===== config.mk =====
export PLATFORM = sky130hd
export DESIGN_NAME = irq_arbiter
export DESIGN_NICKNAME = d
export VERILOG_FILES = /design/src/rtl/irq_arb_pkg.sv /design/src/rtl/irq_qualify.sv /design/src/rtl/irq_level_fsm.sv /design/src/rtl/irq_mask_ctl.sv /design/src/rtl/irq_arbiter.sv
export SDC_FILE = /design/constraint.sdc
export NUM_CORES = 1
export LEC_CHECK = 0
export ABC_CLOCK_PERIOD_IN_PS = 3300
export BUFFER_PORTS_ARGS = -buffer_cell sky130_fd_sc_hd__buf_2
export CORE_ASPECT_RATIO = 2
export CORE_MARGIN = 2
export CORE_UTILIZATION = 42
export CTS_CLUSTER_DIAMETER = 80
export CTS_CLUSTER_SIZE = 24
export DETAILED_ROUTE_END_ITERATION = 12
export GPL_ROUTABILITY_DRIVEN = 0
export PLACE_DENSITY = 0.65
export SYNTH_ARGS = -nofsm -noshare
export SYNTH_HDL_FRONTEND = slang
export SYNTH_SLANG_ARGS = --single-unit

===== constraint.sdc =====
create_clock -name clk -period 3.3 [get_ports clk]
set_clock_uncertainty 0.2 [all_clocks]
set_input_delay 0.33 -clock clk [delete_from_list [all_inputs] [get_ports clk]]
set_output_delay 0.33 -clock clk [all_outputs]
set_load 0.1 [all_outputs]

===== src/rtl/irq_arb_pkg.sv =====
package irq_arb_pkg;
    localparam int SYNC_N  = 7;
    localparam int ASYNC_N = 7;
    localparam int REQ_N   = SYNC_N + ASYNC_N;
    localparam int CAUSE_W = $clog2(REQ_N + 1);
    localparam int MASK_W  = 4;

    localparam int EE_B = 0;
    localparam int CE_B = 1;
    localparam int ME_B = 2;
    localparam int DE_B = 3;

    localparam logic [MASK_W-1:0] MASK_RST = '1;

    localparam logic [CAUSE_W-1:0] C_MCHK = CAUSE_W'(SYNC_N + 0);
    localparam logic [CAUSE_W-1:0] C_DBG  = CAUSE_W'(SYNC_N + 1);
    localparam logic [CAUSE_W-1:0] C_CRIT = CAUSE_W'(SYNC_N + 2);
    localparam logic [CAUSE_W-1:0] C_WDOG = CAUSE_W'(SYNC_N + 3);
    localparam logic [CAUSE_W-1:0] C_EXT  = CAUSE_W'(SYNC_N + 4);
    localparam logic [CAUSE_W-1:0] C_FIT  = CAUSE_W'(SYNC_N + 5);
    localparam logic [CAUSE_W-1:0] C_DEC  = CAUSE_W'(SYNC_N + 6);

    typedef enum logic [1:0] {
        LV_IDLE = 2'd0,
        LV_NC   = 2'd1,
        LV_CR   = 2'd2,
        LV_BOTH = 2'd3
    } lvl_e;

    function automatic logic cause_is_crit(input logic [CAUSE_W-1:0] c);
        return (c >= C_MCHK) && (c <= C_WDOG);
    endfunction
endpackage


===== src/rtl/irq_qualify.sv =====
module irq_qualify
    import irq_arb_pkg::*;
(
    input  logic               clk,
    input  logic               rst_n,
    input  logic [SYNC_N-1:0]  sync_req,
    input  logic [ASYNC_N-1:0] async_req,
    input  logic [MASK_W-1:0]  mask,
    output logic               hit,
    output logic [CAUSE_W-1:0] cause,
    output logic               is_crit
);
    logic [REQ_N-1:0]   elig;
    logic [ASYNC_N-1:0] async_en;

    // enable bit used by each asynchronous type, in priority order
    assign async_en = {mask[EE_B], mask[EE_B], mask[EE_B],
                       mask[CE_B], mask[CE_B], mask[DE_B], mask[ME_B]};

    genvar g;
    generate
        for (g = 0; g < SYNC_N; g++) begin : g_sync
            assign elig[g] = sync_req[g];
        end
        for (g = 0; g < ASYNC_N; g++) begin : g_async
            assign elig[SYNC_N + g] = async_req[g] & async_en[g];
        end
    endgenerate

    always_comb begin
        hit   = |elig;
        cause = '0;
        for (int i = REQ_N - 1; i >= 0; i--) begin
            if (elig[i]) cause = CAUSE_W'(i);
        end
        is_crit = hit & cause_is_crit(cause);
    end


    sync_onehot_chk: assert property (@(posedge clk) disable iff (!rst_n)
        $onehot0(sync_req));
endmodule


===== src/rtl/irq_level_fsm.sv =====
module irq_level_fsm
    import irq_arb_pkg::*;
(
    input  logic clk,
    input  logic rst_n,
    input  logic take_nc,
    input  logic take_cr,
    input  logic ret_nc,
    input  logic ret_cr,
    output logic nc_act,
    output logic cr_act,
    output logic nc_ok,
    output logic cr_ok
);
    lvl_e state_q, state_d;

    always_ff @(posedge clk or negedge rst_n) begin
        if (!rst_n) state_q <= LV_IDLE;
        else        state_q <= state_d;
    end

    always_comb begin
        nc_act = (state_q == LV_NC) || (state_q == LV_BOTH);
        cr_act = (state_q == LV_CR) || (state_q == LV_BOTH);
        cr_ok  = ret_cr & cr_act;
        nc_ok  = ret_nc & nc_act & ~cr_ok;
    end

    always_comb begin
        state_d = state_q;
        unique case (state_q)
            LV_IDLE: begin
                if (take_cr)      state_d = LV_CR;
                else if (take_nc) state_d = LV_NC;
            end
            LV_NC: begin
                if (take_cr)      state_d = LV_BOTH;
                else if (nc_ok)   state_d = LV_IDLE;
            end
            LV_CR: begin
                if (take_nc)      state_d = LV_BOTH;
                else if (cr_ok)   state_d = LV_IDLE;
            end
            LV_BOTH: begin
                if (cr_ok)        state_d = LV_NC;
                else if (nc_ok)   state_d = LV_CR;
            end
            default:              state_d = LV_IDLE;
        endcase
    end


    nc_exit_chk: assert property (@(posedge clk) disable iff (!rst_n)
        nc_ok |=> !nc_act);


    cr_exit_chk: assert property (@(posedge clk) disable iff (!rst_n)
        cr_ok |=> !cr_act);
endmodule


===== src/rtl/irq_mask_ctl.sv =====
module irq_mask_ctl
    import irq_arb_pkg::*;
(
    input  logic               clk,
    input  logic               rst_n,
    input  logic               take,
    input  logic [CAUSE_W-1:0] cause,
    input  logic               is_crit,
    input  logic               nc_ok,
    input  logic               cr_ok,
    output logic [MASK_W-1:0]  mask
);
    logic [MASK_W-1:0] mask_q, nc_save_q, cr_save_q;
    logic [MASK_W-1:0] crit_next, ncrit_next;

    always_comb begin
        ncrit_next       = mask_q;
        ncrit_next[EE_B] = 1'b0;
        crit_next        = mask_q;
        crit_next[EE_B]  = 1'b0;
        crit_next[CE_B]  = 1'b0;
        if (cause <= C_DBG)  crit_next[DE_B] = 1'b0;
        if (cause == C_MCHK) crit_next[ME_B] = 1'b0;
    end

    always_ff @(posedge clk or negedge rst_n) begin
        if (!rst_n) begin
            mask_q    <= MASK_RST;
            nc_save_q <= MASK_RST;
            cr_save_q <= MASK_RST;
        end else if (cr_ok) begin
            mask_q <= cr_save_q;
        end else if (nc_ok) begin
            mask_q <= nc_save_q;
        end else if (take) begin
            if (is_crit) begin
                cr_save_q <= mask_q;
                mask_q    <= crit_next;
            end else begin
                nc_save_q <= mask_q;
                mask_q    <= ncrit_next;
            end
        end
    end

    assign mask = mask_q;


    cr_restore_chk: assert property (@(posedge clk) disable iff (!rst_n)
        cr_ok |=> mask_q == $past(cr_save_q));


    nc_restore_chk: assert property (@(posedge clk) disable iff (!rst_n)
        nc_ok |=> mask_q == $past(nc_save_q));
endmodule


===== src/rtl/irq_arbiter.sv =====
module irq_arbiter
    import irq_arb_pkg::*;
(
    input  logic               clk,
    input  logic               rst_n,
    input  logic [SYNC_N-1:0]  sync_req,
    input  logic               mchk_req,
    input  logic               dbg_req,
    input  logic               crit_req,
    input  logic               wdog_req,
    input  logic               ext_req,
    input  logic               fit_req,
    input  logic               dec_req,
    input  logic               ret_nc,
    input  logic               ret_cr,
    output logic               take_o,
    output logic [CAUSE_W-1:0] cause_o,
    output logic [MASK_W-1:0]  mask_o
);
    logic               hit, is_crit, take_now, ret_any;
    logic [CAUSE_W-1:0] cause;
    logic               nc_act, cr_act, nc_ok, cr_ok;
    logic [ASYNC_N-1:0] async_req;
    logic               take_q;
    logic [CAUSE_W-1:0] cause_q;

    assign async_req = {dec_req, fit_req, ext_req, wdog_req, crit_req, dbg_req, mchk_req};
    assign ret_any   = ret_nc | ret_cr;
    assign take_now  = hit & ~ret_any;

    irq_qualify u_qual (
        .clk      (clk),
        .rst_n    (rst_n),
        .sync_req (sync_req),
        .async_req(async_req),
        .mask     (mask_o),
        .hit      (hit),
        .cause    (cause),
        .is_crit  (is_crit)
    );

    irq_level_fsm u_lvl (
        .clk    (clk),
        .rst_n  (rst_n),
        .take_nc(take_now & ~is_crit),
        .take_cr(take_now & is_crit),
        .ret_nc (ret_nc),
        .ret_cr (ret_cr),
        .nc_act (nc_act),
        .cr_act (cr_act),
        .nc_ok  (nc_ok),
        .cr_ok  (cr_ok)
    );

    irq_mask_ctl u_mask (
        .clk    (clk),
        .rst_n  (rst_n),
        .take   (take_now),
        .cause  (cause),
        .is_crit(is_crit),
        .nc_ok  (nc_ok),
        .cr_ok  (cr_ok),
        .mask   (mask_o)
    );

    always_ff @(posedge clk or negedge rst_n) begin
        if (!rst_n) begin
            take_q  <= 1'b0;
            cause_q <= '0;
        end else begin
            take_q <= take_now;
            if (take_now) cause_q <= cause;
        end
    end

    assign take_o  = take_q;
    assign cause_o = cause_q;


    ret_blocks_take_chk: assert property (@(posedge clk) disable iff (!rst_n)
        ret_any |=> !take_o);


    nc_keeps_crit_chk: assert property (@(posedge clk) disable iff (!rst_n)
        (take_o && !cause_is_crit(cause_o)) |->
            (!mask_o[EE_B] && mask_o[MASK_W-1:1] == $past(mask_o[MASK_W-1:1])));


    crit_closes_chk: assert property (@(posedge clk) disable iff (!rst_n)
        (take_o && cause_is_crit(cause_o)) |-> (!mask_o[EE_B] && !mask_o[CE_B]));


    mchk_closes_all_chk: assert property (@(posedge clk) disable iff (!rst_n)
        (take_o && cause_o == C_MCHK) |-> (mask_o == '0));


    cause_hold_chk: assert property (@(posedge clk) disable iff (!rst_n)
        !take_o |-> $stable(cause_o));
endmodule


==> results of run 1 <==
## flip-flops by register name (all words and copies together) (netlist names)
signal and flops:
take_o 1, cause_o 4, u_mask.nc_save_q 4, u_mask.mask 4, u_lvl.state_q 2, u_mask.cr_save_q 4
## metal layers
layer | global-route usage, % | wire length, um | vias up
li1 | - | - | 456
met3 | 2.601 | 86 | 5
met2 | 34.44 | 1525 | 26
met5 | 0 | 0 | -
met1 | 22.24 | 975 | 459
met4 | 8.000 | 48 | 0
## through the flow
step	instance area, um2	power [uW]	hold WS [ns]
6_report	1338	538.7	0.1238
3_5_place_dp	1282	381.8	0.08745
4_1_cts	1338	543.2	0.1256
3_3_place_gp	1282	379.2	0.07986
2_1_floorplan	1117	342.1	-0.1656
5_1_grt	1338	564.9	0.1243
## worst reg2reg max path, delay by kind of cell, from the launching register on
kind	cells	cell delay, ns
AO/OA/AOI/OAI	4	0.86
flip-flops	1	0.60
multiplexers	1	0.33
AND/OR/NAND/NOR	1	0.19
## placed cells by master, fill, tap and decap left out, drive strengths merged, types with 4 or more instances in the layout
cell / synthesis / routed
mux2: 9 / 9
clkbuf: 0 / 4
dfrtp: 7 / 7
nand3: 10 / 10
nand2: 10 / 10
a21oi: 9 / 9
nor2: 8 / 8
inv: 4 / 4
dfstp: 12 / 12
o21ai: 6 / 6
buf: 0 / 26
## cell families after synthesis
| group | count (synthesis) | synth area share [%] |
|---|---|---|
| buf+inv | 4 | 1.343 |
| mux | 9 | 10.41 |
| flops | 19 | 43.90 |
| simple gates | 40 | 20.72 |
| compound gates | 32 | 23.63 |
## power by group through the flow
stage | sequential (uW) | clock (uW) | combinational, uW
5_1_grt | 256 | 176 | 133
4_1_cts | 254 | 164 | 125
3_5_place_dp | 258 | 0 | 124
3_3_place_gp | 257 | 0 | 123
6_report | 254 | 160 | 124
2_1_floorplan | 309 | 0 | 33.2
## how the worst max path moves through the flow
stage / from / endpoint / cells past startpoint
after detailed placement: dbg_req / u_mask.nc_save_q[2] / 8
after global routing: u_mask.mask[3] / u_mask.nc_save_q[2] / 7
final: u_mask.mask[2] / u_mask.cr_save_q[3] / 6
after floorplan: u_mask.mask[3] / u_mask.cr_save_q[0] / 6
after CTS: u_mask.mask[1] / u_mask.nc_save_q[0] / 7
after global placement: dbg_req / u_mask.nc_save_q[2] / 8
## timing repair
action	4_1_cts	5_1_grt
resized for setup	0	0
hold buffers	1	0
endpoints found under the hold margin	7	0
## cell type report
| cell class | instances | area, um2 |
|---|---|---|
| sequential | 19 | 490.5 |
| timing repair buffer | 27 | 140.1 |
| multi-input combinational | 81 | 611.8 |
| fill | 241 | 1200 |
| inverter | 4 | 15.01 |
| tap | 28 | 35.03 |
| clock buffer | 4 | 45.04 |
==> results.sh, run 1 <==
export IMPL_area_growth_pct=19.71
export IMPL_setup_violations=0
export IMPL_leakage_uw=0.0005522
export IMPL_synth_area_um2=1117
export IMPL_timing_fmax_mhz=444.6
export IMPL_slew_headroom_pct=66.65
export IMPL_fin_crit_sh_pct=68.16
export IMPL_fp_dieH_um=76.94
export IMPL_clock_latency_ns=0.26
export IMPL_cts_buffers=3
export IMPL_diodes=0
export IMPL_clockBufferDepth=2
export IMPL_r2r_slack_ns=1.05
export IMPL_drt_iter0_markers=27
export IMPL_synth_nets=122
export IMPL_die_area_um2=3114
export IMPL_worst_path_largest_cell_delay_ns=0.60
export IMPL_dr_pass1_iters=4
export IMPL_critPathSlowestCell="dfstp_2"
export IMPL_clkTransAtPathRegs_ns=0.07
export IMPL_yosys_warnings=0
export IMPL_synth_area_leaders="dfstp_2 28%, dfrtp_1 16%, mux2_4 5.4%, nand3_1 4.0%, mux2_2 4.0%"
export IMPL_synthCells=104
export IMPL_vdd_ir_drop_max_mv=0.3173
export IMPL_cp_num_buf_inv=0
export IMPL_clkPwrFrac_pct=29.8
export IMPL_path_max_fanout=7
export IMPL_finish_utilization_pct=52.71
export IMPL_fin_nets=154
export IMPL_critPathCaptureType="flop"
export IMPL_timing_final_max_slew_violations=0
export IMPL_ys_ff_latch=19
export IMPL_core_area_um2=2537
export IMPL_power_switching_share_pct=33.20
export IMPL_hold_viol_final=0
export IMPL_crit_chain="a21o_1 > o221ai_1 > a21oi_2 > nand3_1 > a21oi_4 > mux2_4"
export IMPL_setup_slack_ns=1.051
export IMPL_cts_root_buf="clkbuf_8"
export IMPL_track_usage_pct=19.89
export IMPL_overflow=0
export IMPL_timing_rr_end="u_mask.cr_save_q[3]"
export IMPL_synth_commonest_cells="12 x dfstp_2, 9 x nand2_1, 9 x nand3_1"
export IMPL_h_tree_depth=1
export IMPL_synth_edff_count=0
export IMPL_cts_sinks=19
export IMPL_yosysTopAreaCell="dfstp_2"
export IMPL_seqPwrFrac_pct=47.1
export IMPL_r2r_cells=6
export IMPL_hp_start="sync_req[0]"
export IMPL_cap_violations=0
export IMPL_setup_tns_ns=0
export IMPL_powerDensity_nw_per_um2=402.7
export IMPL_drt_total_wl_um=2636
export IMPL_place_ws_ns=0.9795
export IMPL_initial_core_util_pct=44.03
export IMPL_place_hpwl_um=2079
export IMPL_final_antenna_net_count=0
export IMPL_whs_path_depth=2
export IMPL_grt_start_max_net_pins=20
export IMPL_worst_endpoint_arrival_ns=2.24
export IMPL_power_switching_uw=178.8
export IMPL_intPower_uw=359.9
export IMPL_rsz0062_at_grt="false"
export IMPL_antenna_found_initial=0
export IMPL_r2r_start="u_mask.mask[2]"
export IMPL_seq_area_frac_synth_pct=43.90
export IMPL_drive_gt1_share_pct=46.67
export IMPL_async_flop_share_pct=100.0
export IMPL_netlist_area_leader_share_pct=28.22
export IMPL_crit_required_ns=3.29
export IMPL_post_cts_setup_buffers=0
export IMPL_fp_row_count=26
export IMPL_hold_end="cause_o[0]"
export IMPL_instances_no_fill=163
export IMPL_crit_family="compound AO/OA/AOI/OAI gates"
export IMPL_worstSetupPathType="reg -> reg"
export IMPL_dp_cells=158
export IMPL_cts_tree="built"
export IMPL_die_width_um=40.47
export IMPL_vias=946
export IMPL_start_kind="flop"
export IMPL_status="finished, final reports clean"
export IMPL_synth_flop_cell="dfstp_2"
export IMPL_ios=27
export IMPL_hold_class="in -> reg"
export IMPL_grt_pass1_wl_um=4298
export IMPL_synth_most_common_cell="dfstp_2"
export IMPL_worst_pin_slew_ns=0.4985
export IMPL_drc=0
export IMPL_wl_per_cell_um=16.17
export IMPL_p_comb_share_pct=23.1
export IMPL_vias_per_cell=5.804
export IMPL_io_buffers=26
export IMPL_grt_pass1_vias=943
export IMPL_yosysUniqueCellTypes=40
export IMPL_period_needed_ns=2.249
export IMPL_syn_avg_cell_area_um2=10.74
No activity file was read; power rests on OpenSTA's default activity.
==> run 2: changes to the inputs <==
--- a/config.mk
+++ b/config.mk
@@ -5,7 +5,7 @@
 export SDC_FILE = /design/constraint.sdc
 export NUM_CORES = 1
 export LEC_CHECK = 0
-export ABC_CLOCK_PERIOD_IN_PS = 3300
+export ABC_CLOCK_PERIOD_IN_PS = 2300
 export BUFFER_PORTS_ARGS = -buffer_cell sky130_fd_sc_hd__buf_2
 export CORE_ASPECT_RATIO = 2
 export CORE_MARGIN = 2
==> constraint.sdc (replaced) <==
create_clock -name clk -period 2.3 [get_ports clk]
set_clock_uncertainty 0.2 [all_clocks]
set_input_delay 0.23 -clock clk [delete_from_list [all_inputs] [get_ports clk]]
set_output_delay 0.23 -clock clk [all_outputs]
set_load 0.1 [all_outputs]
==> results.sh, run 2 (synthesis gave the netlist of run 1 again) <==
export IMPL_die_width_um=40.47
export IMPL_finish_utilization_pct=55.72
export IMPL_seqPwrFrac_pct=46.8
export IMPL_p_comb_share_pct=23.9
export IMPL_finalHoldWorstSlack_ns=0.02454
export IMPL_final_cell_mix="26 x buf_2, 9 x nand3_1, 8 x nand2_1, 8 x dfstp_2"
export IMPL_wl_per_cell_um=15.86
export IMPL_clock_latency_ns=0.25
export IMPL_setup_violations=0
export IMPL_power_switching_share_pct=33.34
export IMPL_final_common_cell="buf_2"
export IMPL_slew_headroom_pct=67.27
export IMPL_cts_tree="built"
export IMPL_drt_total_wl_um=2649
export IMPL_worst_path_largest_cell_delay_ns=0.65
export IMPL_drc=0
export IMPL_rsz0062_at_grt="false"
export IMPL_io_buffers=26
export IMPL_worst_endpoint_arrival_ns=2.21
export IMPL_intPower_uw=521.3
export IMPL_die_area_um2=3114
export IMPL_timing_final_max_slew_violations=0
export IMPL_cts_root_buf="clkbuf_8"
export IMPL_drt_iter0_markers=11
export IMPL_cap_violations=0
export IMPL_fin_nets=158
export IMPL_fp_row_count=26
export IMPL_cts_sinks=19
export IMPL_track_usage_pct=19.45
export IMPL_final_antenna_net_count=0
export IMPL_worst_pin_slew_ns=0.4943
export IMPL_clockBufferDepth=2
export IMPL_power_switching_uw=260.7
export IMPL_clkTransAtPathRegs_ns=0.07
export IMPL_ios=27
export IMPL_status="finished, final reports clean"
export IMPL_vdd_ir_drop_max_mv=0.3068
export IMPL_grt_pass1_vias=983
export IMPL_vias=954
export IMPL_fp_dieH_um=76.94
export IMPL_setup_tns_ns=0
export IMPL_vias_per_cell=5.713
export IMPL_hold_class="in -> reg"
export IMPL_hold_viol_final=0
export IMPL_place_hpwl_um=2171
export IMPL_h_tree_depth=1
export IMPL_dr_pass1_iters=4
export IMPL_diodes=0
export IMPL_worstSetupPathType="reg -> reg"
export IMPL_area_growth_pct=26.54
export IMPL_post_cts_setup_buffers=0
export IMPL_crit_chain="a21o_1 > o221ai_2 > a21oi_4 > nand3_1 > a21oi_4 > mux2_4"
export IMPL_crit_top_cell="a21oi_4"
export IMPL_start_kind="flop"
export IMPL_timing_fmax_mhz=448.9
export IMPL_core_area_um2=2537
export IMPL_leakage_uw=0.0005816
export IMPL_drive_gt1_share_pct=51.08
export IMPL_overflow=0
export IMPL_path_max_fanout=7
export IMPL_fin_crit_sh_pct=96.85
export IMPL_cts_buffers=3
export IMPL_critPathSlowestCell="dfstp_4"
export IMPL_powerDensity_nw_per_um2=553.1
export IMPL_grt_start_max_net_pins=20
export IMPL_critPathCaptureType="flop"
export IMPL_report_power_total_uw=782.0
export IMPL_whs_path_depth=2
export IMPL_clkPwrFrac_pct=29.3
export IMPL_initial_core_util_pct=44.03
export IMPL_grt_pass1_wl_um=4388
export IMPL_antenna_found_initial=0
export IMPL_period_needed_ns=2.227
export IMPL_crit_required_ns=2.28
export IMPL_r2r_cells=6
-- run 2: layer usage --
metal / track usage (%) / routed length, um / up-vias
met2: 32.38 / 1482 / 27
met3: 0.8671 / 70 / 8
met1: 24.11 / 992 / 457
met4: 8.333 / 104 / 0
met5: 0 / 0 / -
li1: - / - / 462
-- run 2: worst max-delay path, delay by kind of cell (launching register included) --
family | cells | cell delay [ns]
compound gates | 4 | 0.81
flops | 1 | 0.65
mux | 1 | 0.32
simple gates | 1 | 0.17
-- run 2: power groups by stage --
stage	clock, uW	combinational [uW]	sequential [uW]
global placement	0	181	371
global route	250	200	368
floorplan	0	48.6	444
finish	229	187	366
CTS	234	185	366
detailed placement	0	183	371
-- run 2: path summary, 6_finish.rpt --
check	from	to	slack, ns
min reg2reg	cause_o[0]	cause_o[0]	0.28
max in group asynchronous	rst_n	u_mask.nc_save_q[1]	1.33
max reg2reg	u_mask.mask[2]	u_mask.cr_save_q[0]	0.07
min in group asynchronous	rst_n	cause_o[2]	0.24
max	u_mask.mask[2]	u_mask.cr_save_q[0]	0.07
min	sync_req[0]	cause_o[0]	0.02
-- run 2: stage by stage --
stage / setup slack, ns / area [um2] / std cells
floorplan: -0.01409 / 1146 / 104
global placement: 0.04891 / 1341 / 162
detailed placement: 0.04274 / 1341 / 162
CTS: 0.02359 / 1396 / 167
global route: 0.01643 / 1414 / 167
finish: 0.07252 / 1414 / 167
-- run 2: final cells by class --
class,instances,area [um2]
Fill cell,226,1124
Multi-Input combinational cell,81,643.1
Sequential cell,19,505.5
Timing Repair Buffer,31,170.2
Clock buffer,4,45.04
Tap cell,28,35.03
Inverter,4,15.01
-- run 2: timing repair --
| action | CTS | global route |
|---|---|---|
| endpoints found under the hold margin | 7 | 0 |
| resized for setup | 0 | 3 |
| hold buffers | 1 | 0 |
| setup endpoints to repair | 0 | 4 |
